**src/rtl/rtc_regfile.sv**
```systemverilog
module rtc_regfile #(
  parameter int ADDR_W = 7,
  parameter int CNT_W  = 15
) (
  input  logic              clk,
  input  logic              rst_n,
  input  logic              bin_mode_cfg,
  input  logic              tick_32k,
  input  logic [ADDR_W-1:0] bus_addr,
  input  logic              bus_wr,
  input  logic [7:0]        bus_wdata,
  input  logic              bus_rd,
  output logic [7:0]        bus_rdata,
  output logic              pirq
);
  localparam int NUM_TIME = 10;
  localparam logic [ADDR_W-1:0] A_CTLA = ADDR_W'(10);
  localparam logic [ADDR_W-1:0] A_CTLB = ADDR_W'(11);
  localparam logic [ADDR_W-1:0] A_STC  = ADDR_W'(12);
  localparam logic [ADDR_W-1:0] A_STD  = ADDR_W'(13);
  localparam logic [2:0] DIV_RST  = 3'b010;
  localparam logic [3:0] RATE_RST = 4'b0110;

  logic [7:0]       time_q [NUM_TIME];
  logic             uip_q;
  logic [2:0]       div_q;
  logic [3:0]       rate_q;
  logic [7:0]       ctlb_q;
  logic [CNT_W-1:0] cnt_q;
  logic             pirq_q;
  logic [7:0]       rdata_q;

  function automatic logic [CNT_W-1:0] last_of(input logic [3:0] rs);
    case (rs)
      4'd1:    last_of = CNT_W'(127);
      4'd2:    last_of = CNT_W'(255);
      default: last_of = CNT_W'((32'd1 << (rs - 4'd1)) - 32'd1);
    endcase
  endfunction

  wire              hit_time = bus_addr < ADDR_W'(NUM_TIME);
  wire [3:0]        tidx     = bus_addr[3:0];
  wire              wr_a     = bus_wr && bus_addr == A_CTLA;
  wire              wr_b     = bus_wr && bus_addr == A_CTLB;
  wire              div_halt = div_q[2:1] == 2'b11;
  wire              running  = ctlb_q[6] && rate_q != 4'd0 && !div_halt;
  wire [CNT_W-1:0]  last     = last_of(rate_q);
  wire              wrap     = running && !wr_a && tick_32k && cnt_q == last;

  assign bus_rdata = rdata_q;
  assign pirq      = pirq_q;

  always_ff @(posedge clk) begin
    if (!rst_n) begin
      for (int i = 0; i < NUM_TIME; i++) time_q[i] <= 8'h00;
    end else if (bus_wr && hit_time) begin
      time_q[tidx] <= bus_wdata;
    end
  end

  always_ff @(posedge clk) begin
    if (!rst_n) begin
      uip_q  <= 1'b0;
      div_q  <= DIV_RST;
      rate_q <= RATE_RST;
      ctlb_q <= {5'b01000, bin_mode_cfg, 2'b10};
    end else begin
      if (bus_rd && bus_addr == A_CTLA) uip_q <= ~uip_q;
      if (wr_a) begin
        div_q  <= bus_wdata[6:4];
        rate_q <= bus_wdata[3:0];
      end
      if (wr_b) ctlb_q <= bus_wdata;
    end
  end

  always_ff @(posedge clk) begin
    if (!rst_n) begin
      rdata_q <= 8'h00;
    end else if (bus_rd) begin
      if (hit_time)                rdata_q <= time_q[tidx];
      else if (bus_addr == A_CTLA) rdata_q <= {~uip_q, div_q, rate_q};
      else if (bus_addr == A_CTLB) rdata_q <= ctlb_q;
      else                         rdata_q <= 8'h00;
    end
  end

  always_ff @(posedge clk) begin
    if (!rst_n) begin
      cnt_q  <= '0;
      pirq_q <= 1'b0;
    end else begin
      pirq_q <= wrap;
      if (!running || wr_a)  cnt_q <= '0;
      else if (wrap)         cnt_q <= '0;
      else if (tick_32k)     cnt_q <= cnt_q + 1'b1;
    end
  end

  a_r5_uip_flips: assert property (@(posedge clk) disable iff (!rst_n)
    (bus_rd && bus_addr == A_CTLA) |=> (uip_q != $past(uip_q)));

  a_r4_uip_kept: assert property (@(posedge clk) disable iff (!rst_n)
    (wr_a && !bus_rd) |=> (uip_q == $past(uip_q)));

  a_r6_status_zero: assert property (@(posedge clk) disable iff (!rst_n)
    (bus_rd && (bus_addr == A_STC || bus_addr == A_STD)) |=> (bus_rdata == 8'h00));

  a_r2_oor_zero: assert property (@(posedge clk) disable iff (!rst_n)
    (bus_rd && bus_addr > A_STD) |=> (bus_rdata == 8'h00));

  a_r9_one_cycle: assert property (@(posedge clk) disable iff (!rst_n)
    pirq |=> !pirq);

  a_r9_after_strobe: assert property (@(posedge clk) disable iff (!rst_n)
    $rose(pirq) |-> $past(tick_32k));

  a_r10_stop: assert property (@(posedge clk) disable iff (!rst_n)
    (wr_b && !bus_wdata[6]) |=> ##1 !pirq);
endmodule

```
**config.mk**
```make
export PLATFORM = sky130hd
export DESIGN_NAME = rtc_regfile
export DESIGN_NICKNAME = d
export VERILOG_FILES = /design/src/rtl/rtc_regfile.sv
export SDC_FILE = /design/constraint.sdc
export NUM_CORES = 1
export LEC_CHECK = 0
export CAP_MARGIN = 20
export CORE_MARGIN = 4
export CORE_UTILIZATION = 50
export DETAILED_ROUTE_END_ITERATION = 6
export GPL_TIMING_DRIVEN = 0
export PLACE_DENSITY = 0.68
export SLEW_MARGIN = 10
export SYNTH_ARGS = -nofsm -noshare
export SYNTH_HDL_FRONTEND = slang
export SYNTH_SLANG_ARGS = --single-unit
export TNS_END_PERCENT = 50
```
**constraint.sdc**
```tcl
create_clock -name clk -period 5.25 [get_ports clk]
set_clock_uncertainty 0.2 [all_clocks]
set_input_delay 1.575 -clock clk [delete_from_list [all_inputs] [get_ports clk]]
set_output_delay 1.575 -clock clk [all_outputs]
set_load 0.02 [all_outputs]
```
==> summary.md <==
| Metric | Value |
|---|---|
| Outcome | `complete, no violations` |
| Rows | `40` |
| Drt initial violations | `415` |
| Crit path DAT | `4.35 ns` |
| Clock share of power | `0.494` |
| FF+latch count, synth | `120` |
| Dpl hpwl | `10600 microns` |
| Worst R2R Setup Slack | `1.65 ns` |
| Core region area | `12000 sq um` |
| Area Growth Syn to Fin | `17.8%` |
| Fin Setup TNS | `0 ns` |
| Hold Vio Cnt, Final | `0` |
| Fillcell total | `993` |
| Most frequent cell after synthesis | `edfxtp_1` |
| Final Instance Area | `7200 sq um` |
| Root buffer cell | `clkbuf_16` |
| Crit path from | `bus_addr[5]` |
| Reg area | `3210 sq um` |
| Die Area | `14100 sq um` |
| Vias | `4637` |
| Drt wl/cell | `19.6 microns` |
| Die H | `119 microns` |
| DRT antenna net count | `0` |
| Synthesized cell area | `6110 sq um` |
| Slew HR | `0.244` |
| Pint | `1890 uW` |
| Max IR drop VDD | `0.340 mV` |
| Register area share after synthesis | `0.526` |
| Share of cells above drive strength 1 | `0.121` |
| Clk_lat worst skew | `0.41 ns` |
| DR DRC count | `0` |
| Ys async rst share | `0` |
| Synth top area cells | `edfxtp_1 40%, dfxtp_1 13%, mux2i_1 5.2%` |
| Htree depth | `4` |
| Final WS setup | `0.771 ns` |
| Initial Util | `0.509` |
| Hold buffers post-CTS | `0` |
| Largest net degree at the start of global routing | `17` |
| Max-Cap Viols | `0` |
| Antenna violations before repair | `0` |
| Cell variety after synth | `58` |
| Leak pwr | `0.00264 uW` |
| Io pins | `30` |
| DRT Pass-1 Iters | `5` |
| Post-synth net total | `591` |
| Gr usage total | `0.225` |
| Synthesis warning total | `0` |
| Critical Setup Path Class | `in2reg` |
| Synth area leader | `edfxtp_1` |
| Switching share of power | `0.214` |
| Port bufs | `25` |
| Mean area per synthesized cell | `10.8 sq um` |
| Sequential Power Share | `0.441` |
| Vias in the first global route | `4625` |
| Req. time, crit path | `5.12 ns` |
| Min Tclk post-route | `4.48 ns` |
| Combinational Power Share | `0.065` |
| Post-synth EDFFs | `81` |
| Worst Hold Class | `reg2reg` |
| Setup Buffers After CTS | `0` |
| Final setup fails | `0` |
| Clk slew on worst S/H paths | `0.05 ns` |
| GPL Wtd Cong | `0.924` |
| Vias per cell | `5.98` |
| CP Launch Type | `input pin` |
| RSZ-0062 raised after global routing | `no` |
| Crit Path Max Fanout | `10` |
| Worst r2r dst | `cnt_q[6]` |
| CTS resizes | `0` |
| Commonest cells post-synth | `81 x edfxtp_1, 60 x nor2_1, 57 x nand2_1` |
| Final wirelength | `15200 microns` |
| Die width | `119 microns` |
| Cts bufs inserted | `17` |
| First-pass GRT wire length | `24300 microns` |
| Design Power | `2400 uW` |
| TritonCTS clock tree | `yes` |
| Fmax | `223 MHz` |
| Multi-input gate area | `2700 sq um` |
| N_diodes | `0` |
| Worst r2r path cells | `11` |
| Nets | `639` |
| CTS max path bufs | `2` |
| Main synth FF type | `edfxtp_1` |
| Fin crit share | `0.853` |
| Post-Syn Instances | `568` |
| Critical Path End | `time_q[4][1]` |
| Clock sink total | `120` |
| Switching pwr | `515 uW` |
| Area post-placement | `6580 sq um` |
| Worst-Margin Slew | `1.12 ns` |
| Worst slack, placed | `0.339 ns` |
| Total congestion overflow | `0` |
| Final Slew Violations | `0` |
| P per Cell Area | `334 nW/um^2` |
| R2r startpoint | `rate_q[1]` |
| Worst setup EP type | `register` |
| Area fraction of the dominant cell type after synthesis | `0.398` |
[metal layers]
layer,vias up,global-route usage,share of wire
met4,0,0.112,0.036
met3,40,0.0474,0.050
met1,2267,0.269,0.41
met2,163,0.384,0.51
met5,-,0,0
li1,2167,-,-
[critical path, stage by stage]
cell             delay (ns)
clkdlybuf4s50_1        0.41
nor3_1                 0.36
clkbuf_1               0.39
nand4_1                0.26
or4b_2                 0.70
clkbuf_1               0.25
nand2_1                0.39
[cell families (layout without fill, tap and decap cells)]
family	after synthesis	count (layout)	synth area share
compound gates	96	96	0.108
mux	48	48	0.0966
fa+ha+maj	2	2	0.00409
buf+inv	49	110	0.0344
flops	120	120	0.526
simple gates	235	235	0.205
xor+xnor	18	18	0.0258
[power by group through the flow]
stage / clock, uW / combinational (uW) / sequential (uW)
after floorplan: 0 / 87.7 / 1080
after global placement: 0 / 152 / 1080
after detailed placement: 0 / 154 / 1080
after CTS: 1200 / 156 / 1060
after global routing: 1250 / 166 / 1060
final: 1190 / 156 / 1060
[per-stage QoR]
step,util,std cells,hold slack (ns)
after floorplan,-,568,0.235
after global placement,0.545,740,0.247
after detailed placement,0.548,744,0.257
after CTS,0.599,776,0.267
after global routing,0.599,776,0.301
final,0.599,776,0.266
[cell usage in the layout (no fill, tap or decap), types with 15 or more instances in the layout]
cell type / count
a21oi_1: 15
and2_1: 37
clkbuf_1: 25
clkbuf_16: 20
clkdlybuf4s50_1: 25
dfxtp_1: 39
edfxtp_1: 81
mux2i_1: 32
nand2_1: 57
nor2_1: 60
o21ai_0: 26
[sequential cells by signal, indices dropped and copies added, names as in the netlist]
signal and count:
bus_rdata 8, cnt_q 15, ctlb_q 8, div_q 3, pirq 1, rate_q 4, time_q 80, uip_q 1
[worst min-delay path by stage]
stage,from,end,slack [ns],cells after the start
after floorplan,ctlb_q[1],ctlb_q[1],0.23,2
after global placement,ctlb_q[1],ctlb_q[1],0.25,2
after detailed placement,ctlb_q[1],ctlb_q[1],0.26,2
after CTS,ctlb_q[4],ctlb_q[4],0.27,2
after global routing,ctlb_q[5],ctlb_q[5],0.30,2
final,ctlb_q[4],ctlb_q[4],0.27,2
[area by class of cell]
class,instances,area share
Clock inverter,8,0.0103
Timing Repair Buffer,29,0.0379
Buffer,37,0.0229
Tap cell,147,0.0255
Sequential cell,120,0.446
Inverter,12,0.00626
Clock buffer,24,0.0763
Multi-Input combinational cell,399,0.375
Note: power is estimated with default switching activity, not from simulation.
